==> config.mk <==
export PLATFORM = sky130hd
export DESIGN_NAME = cfg_word_writer
export DESIGN_NICKNAME = d
export VERILOG_FILES = /design/src/rtl/cfgw_pkg.sv /design/src/rtl/cfgw_down_timer.sv /design/src/rtl/cfgw_bus_mux.sv /design/src/rtl/cfg_word_writer.sv
export SDC_FILE = /design/constraint.sdc
export NUM_CORES = 1
export LEC_CHECK = 0
export BUFFER_PORTS_ARGS = -buffer_cell sky130_fd_sc_hd__buf_4
export CAP_MARGIN = 15
export CELL_PAD_IN_SITES_DETAIL_PLACEMENT = 0
export CELL_PAD_IN_SITES_GLOBAL_PLACEMENT = 1
export CORE_ASPECT_RATIO = 1.25
export CORE_MARGIN = 3
export CORE_UTILIZATION = 40
export CTS_CLUSTER_DIAMETER = 200
export CTS_CLUSTER_SIZE = 30
export DETAILED_ROUTE_END_ITERATION = 8
export HOLD_SLACK_MARGIN = 0.02
export PLACE_DENSITY_LB_ADDON = 0.1
export SLEW_MARGIN = 0
export SYNTH_ARGS = -nofsm -noshare
export SYNTH_HDL_FRONTEND = slang
export SYNTH_SLANG_ARGS = --single-unit
==> constraint.sdc <==
create_clock -name clk -period 2 [get_ports clk]
set_input_delay 0.1 -clock clk [delete_from_list [all_inputs] [get_ports clk]]
set_output_delay 0.1 -clock clk [all_outputs]
set_load 0.05 [all_outputs]
==> src/rtl/cfgw_pkg.sv <==
package cfgw_pkg;
    typedef enum logic [1:0] {
        ST_IDLE   = 2'd0,
        ST_SETUP  = 2'd1,
        ST_STROBE = 2'd2,
        ST_HOLD   = 2'd3
    } cfgw_state_e;
endpackage

==> src/rtl/cfgw_down_timer.sv <==
module cfgw_down_timer #(
    parameter int CNT_W = 4
) (
    input  logic             clk,
    input  logic             rst_n,
    input  logic             load_i,
    input  logic [CNT_W-1:0] val_i,
    output logic             zero_o
);
    logic [CNT_W-1:0] cnt_d, cnt_q;

    always_comb begin
        cnt_d = cnt_q;
        if (load_i)
            cnt_d = val_i;
        else if (cnt_q != '0)
            cnt_d = cnt_q - 1'b1;
    end

    always_ff @(posedge clk or negedge rst_n) begin
        if (!rst_n) cnt_q <= '0;
        else        cnt_q <= cnt_d;
    end

    assign zero_o = (cnt_q == '0);
endmodule

==> src/rtl/cfgw_bus_mux.sv <==
module cfgw_bus_mux #(
    parameter int HALF_W = 16
) (
    input  logic [2*HALF_W-1:0] word_i,
    input  logic                sel_lo_i,
    input  logic                en_i,
    output logic [HALF_W-1:0]   bus_o
);
    for (genvar i = 0; i < HALF_W; i++) begin : g_bit
        assign bus_o[i] = en_i & (sel_lo_i ? word_i[i] : word_i[i+HALF_W]);
    end
endmodule

==> src/rtl/cfg_word_writer.sv <==
module cfg_word_writer
    import cfgw_pkg::*;
#(
    parameter int HALF_W    = 16,
    parameter int SETUP_CYC = 2,
    parameter int LOW_CYC   = 3,
    parameter int HIGH_CYC  = 5
) (
    input  logic                clk,
    input  logic                rst_n,
    input  logic                start_i,
    input  logic [2*HALF_W-1:0] word_i,
    input  logic                hold_cs_i,
    output logic                cs_n_o,
    output logic                wr_n_o,
    output logic [HALF_W-1:0]   bus_o,
    output logic                bus_oe_o,
    output logic                busy_o,
    output logic                done_o
);
    localparam int WORD_W = 2 * HALF_W;
    localparam int SET2   = (SETUP_CYC > HIGH_CYC - 1) ? SETUP_CYC : HIGH_CYC - 1;
    localparam int MAXC   = (SET2 > LOW_CYC) ? SET2 : LOW_CYC;
    localparam int CNT_W  = $clog2(MAXC + 1);
    localparam logic [CNT_W-1:0] LD_SET1 = CNT_W'(SETUP_CYC - 1);
    localparam logic [CNT_W-1:0] LD_SET2 = CNT_W'(SET2 - 1);
    localparam logic [CNT_W-1:0] LD_LOW  = CNT_W'(LOW_CYC - 1);

    typedef struct packed {
        cfgw_state_e       state;
        logic              second;
        logic              hold;
        logic [WORD_W-1:0] word;
        logic              done;
    } ctl_t;

    ctl_t             ctl_d, ctl_q;
    logic             tmr_load;
    logic [CNT_W-1:0] tmr_val;
    logic             tmr_zero;
    logic             active;

    cfgw_down_timer #(.CNT_W(CNT_W)) u_tmr (
        .clk    (clk),
        .rst_n  (rst_n),
        .load_i (tmr_load),
        .val_i  (tmr_val),
        .zero_o (tmr_zero)
    );

    always_comb begin
        ctl_d      = ctl_q;
        ctl_d.done = 1'b0;
        tmr_load   = 1'b0;
        tmr_val    = '0;
        unique case (ctl_q.state)
            ST_IDLE: begin
                if (start_i) begin
                    ctl_d.state  = ST_SETUP;
                    ctl_d.second = 1'b0;
                    ctl_d.hold   = hold_cs_i;
                    ctl_d.word   = word_i;
                    tmr_load     = 1'b1;
                    tmr_val      = LD_SET1;
                end
            end
            ST_SETUP: begin
                if (tmr_zero) begin
                    ctl_d.state = ST_STROBE;
                    tmr_load    = 1'b1;
                    tmr_val     = LD_LOW;
                end
            end
            ST_STROBE: begin
                if (tmr_zero) ctl_d.state = ST_HOLD;
            end
            ST_HOLD: begin
                if (!ctl_q.second) begin
                    ctl_d.state  = ST_SETUP;
                    ctl_d.second = 1'b1;
                    tmr_load     = 1'b1;
                    tmr_val      = LD_SET2;
                end else begin
                    ctl_d.state = ST_IDLE;
                    ctl_d.done  = 1'b1;
                end
            end
            default: ctl_d.state = ST_IDLE;
        endcase
    end

    always_ff @(posedge clk or negedge rst_n) begin
        if (!rst_n) ctl_q <= '{state: ST_IDLE, second: 1'b0, hold: 1'b0, word: '0, done: 1'b0};
        else        ctl_q <= ctl_d;
    end

    assign active   = (ctl_q.state != ST_IDLE);
    assign wr_n_o   = (ctl_q.state != ST_STROBE);
    assign cs_n_o   = ctl_q.hold ? !active
                                 : !((ctl_q.state == ST_STROBE) || (ctl_q.state == ST_HOLD));
    assign bus_oe_o = active;
    assign busy_o   = active;
    assign done_o   = ctl_q.done;

    cfgw_bus_mux #(.HALF_W(HALF_W)) u_mux (
        .word_i   (ctl_q.word),
        .sel_lo_i (ctl_q.second),
        .en_i     (active),
        .bus_o    (bus_o)
    );

    // Run-length counters used only by the checks below
    logic [15:0] low_run_q, high_run_q;
    always_ff @(posedge clk or negedge rst_n) begin
        if (!rst_n) begin
            low_run_q  <= '0;
            high_run_q <= '0;
        end else begin
            low_run_q  <= wr_n_o ? 16'd0 : low_run_q + 16'd1;
            high_run_q <= (wr_n_o && busy_o) ? high_run_q + 16'd1 : 16'd0;
        end
    end

    p_idle_quiet_r1: assert property (@(posedge clk) disable iff (!rst_n)
        !busy_o |-> (cs_n_o && wr_n_o && !bus_oe_o && bus_o == '0));
    p_strobe_len_r4: assert property (@(posedge clk) disable iff (!rst_n)
        $rose(wr_n_o) |-> low_run_q == 16'(LOW_CYC));
    p_bus_stable_r4: assert property (@(posedge clk) disable iff (!rst_n)
        (!wr_n_o && !$past(wr_n_o)) |-> $stable(bus_o));
    p_gap_high_r5: assert property (@(posedge clk) disable iff (!rst_n)
        ($fell(wr_n_o) && ctl_q.second) |-> high_run_q >= 16'(HIGH_CYC));
    p_cs_covers_wr_r7: assert property (@(posedge clk) disable iff (!rst_n)
        !wr_n_o |-> (!cs_n_o && bus_oe_o));
    p_wr_before_cs_r8: assert property (@(posedge clk) disable iff (!rst_n)
        $rose(cs_n_o) |-> $past(wr_n_o));
    p_done_single_r9: assert property (@(posedge clk) disable iff (!rst_n)
        done_o |=> !done_o);
    p_start_ignored_r10: assert property (@(posedge clk) disable iff (!rst_n)
        (busy_o && !(ctl_q.state == ST_HOLD && ctl_q.second)) |=> busy_o && $stable(ctl_q.word));
endmodule

==> flow_summary.ini <==
[clocking]
post_cts_resize_count = 0
cts_made_buffers = 5
postCtsSetupBuffers = 0
cts_root_buf = clkbuf_8
clkLatencyLatePin_ns = 0.28
cts_tree = yes
cts.sinks = 40
clk_pin_slew_worst_paths_ns = 0.07
postCtsHoldBufs = 1
cts_max_level = 2
clockBufferDepth = 2

[worst_hold_path]
worstHoldPathCells = 2
min_to = ctl_q[18]$_DFFE_PN0P_
hp-start = word_i[17]
hold_class = in2reg

[floorplanning]
die_width_um = 68.94
ioPinCount = 57
rows = 28
start_util_pct = 41.57
fp.dieH_um = 84.68
core_area_um2 = 4765
die_area_um2 = 5837

[grt]
grt_pass1_vias = 1451
grt_use_met3_pct = 4.418
grt_start_max_net_pins = 41
overflow = 0
grtUsageMet1_pct = 16.77
busiest_layer = met2
grtUsageTotal_pct = 14.99
grt_pass1_wl_um = 6520
grt_util_met2_pct = 25.69
antenna_found_initial = 0

[detailed_routing]
wl_per_cell_um = 14.28
drtIter0Drc = 38
avgViaCountPerCell = 4.834
finalWirelength_um = 3955
route.detailed.drc = 0
vias = 1339
dr.pass1.iters = 3
antenna_left = 0

[yosys]
synth_compound_area_share_pct = 3.348
ys_types = 25
syn-num-nets = 199
syn_avg_cell_area_um2 = 12.78
yosys-mux-area-fraction_pct = 29.00
synth_edf_count = 0
synth_area_um2 = 1981
async_flop_share_pct = 100.0
yosys.area_share.simple_pct = 6.949
synth_xor_area_share_pct = 0
yosys_most_used_dff = dfrtp_1
syn_inst = 155
synth_top_family_by_area = multiplexers
ys_seq_elements = 40
yosysSeqAreaShare_pct = 50.54
synthAdderAreaFrac_pct = 5.054
ys_warn_count = 0

[layout]
layout_commonest_cell = buf_4
diodes = 0
fin_cells = 277
drive_gt1_share_pct = 48.85
syn_to_final_growth_pct = 29.25
nets = 260
final_cell_mix = buf_4 (60), dfrtp_1 (40), mux2_2 (35)

[sta]
final_max_slew_viol_count = 0
worst_slew_pin_slew_ns = 0.4954
setup_viol = 0
hold_viol = 0
setup_tns_ns = 0
max_clock_freq_mhz = 543.4
period_needed_ns = 1.840
fin_crit_sh_pct = 92.02
fin_worst_skew_ns = 0.003230
rsz0062_at_grt = false
maxSlewHeadroom_pct = 66.97

[worst_setup_path]
r2r_cells = 5
crit_path_end_kind = output pin
critPathRequiredTime_ns = 1.90
cp_max_fo = 13
critPathArrivalTime_ns = 1.74
path_class = reg2out
start_kind = flip-flop
crit_start = ctl_q[35]$_DFFE_PN0P_
timing.rr.start = ctl_q[35]$_DFFE_PN0P_
reg2reg_to = u_tmr.cnt_q[1]$_DFFE_PN0P_
rrSetupSlack_ns = 0.26

[place]
dpl.hpwl_um = 3059
portBuffers = 56
dpl.cell_count = 268
gp_congestion = 0.7610

[outcome]
outcome = complete, no violations

[flow_run]
drv_cap = 0
how the worst max path moves through the flow:
| stage | endpoint | cells after the start |
|---|---|---|
| 6_report | cs_n_o | 6 |
| 5_1_grt | cs_n_o | 6 |
| 4_1_cts | cs_n_o | 6 |
| 3_5_place_dp | u_tmr.cnt_q[1]$_DFFE_PN0P_ | 5 |
| 3_3_place_gp | u_tmr.cnt_q[1]$_DFFE_PN0P_ | 5 |
| 2_1_floorplan | bus_o[0] | 5 |
worst max-delay path, cell delays in order (launching register included):
cell and delay (ns):
dfrtp_1 0.41, inv_1 0.15, ha_1 0.27, buf_4 0.25
nand2_1 0.09, o31ai_2 0.06, buf_4 0.23
Yosys cell counts (all sizes together), types with 2 or more instances:
master	count	area (um2)
dfrtp	40	1001
mux2	35	394.1
nor2	20	75.07
mux2i	18	180.2
ha	8	100.1
inv	8	30.03
buf	7	67.56
a21oi	2	10.01
and2	2	13.77
nand2	2	15.01
nand2b	2	12.51
kinds of logic (layout without fill, tap and decap cells):
family / Yosys count / count (layout)
DFF: 40 / 40
adders and majority gates: 8 / 8
and+or+nand+nor: 29 / 29
AOI/OAI and AO/OA: 9 / 9
buffers and inverters: 16 / 78
muxes: 53 / 53
state kept, by name (all words and copies together) (netlist names):
signal,cells
ctl_q,36
done_o,1
u_tmr.cnt_q,3
per-layer routing:
metal / part of all wire, % / wire length (um)
met5: 0 / 0
met4: 1.5 / 59
met3: 4.0 / 157
met2: 56 / 2227
met1: 38 / 1511
layout make-up:
cell class	count	area, um2
Inverter	8	30.03
Fill cell	441	2205
Timing Repair Buffer	62	480.5
Tap cell	60	75.07
Multi-Input combinational cell	99	883.3
Sequential cell	40	1001
Clock buffer	8	90.09
through the flow:
step | hold WS, ns | area [um2] | setup slack, ns | util (%)
2_1_floorplan | -0.1956 | 1986 | 0.1845 | -
3_3_place_gp | 0.09338 | 2460 | 0.3586 | 51.63
3_5_place_dp | 0.1071 | 2460 | 0.2523 | 51.63
4_1_cts | 0.03706 | 2560 | 0.1343 | 53.73
5_1_grt | 0.02809 | 2560 | 0.0003550 | 53.73
6_report | 0.04957 | 2560 | 0.1597 | 53.73
Power is not shown: default switching activity piles up to over one toggle a cycle in this logic, so the estimate is an artifact.
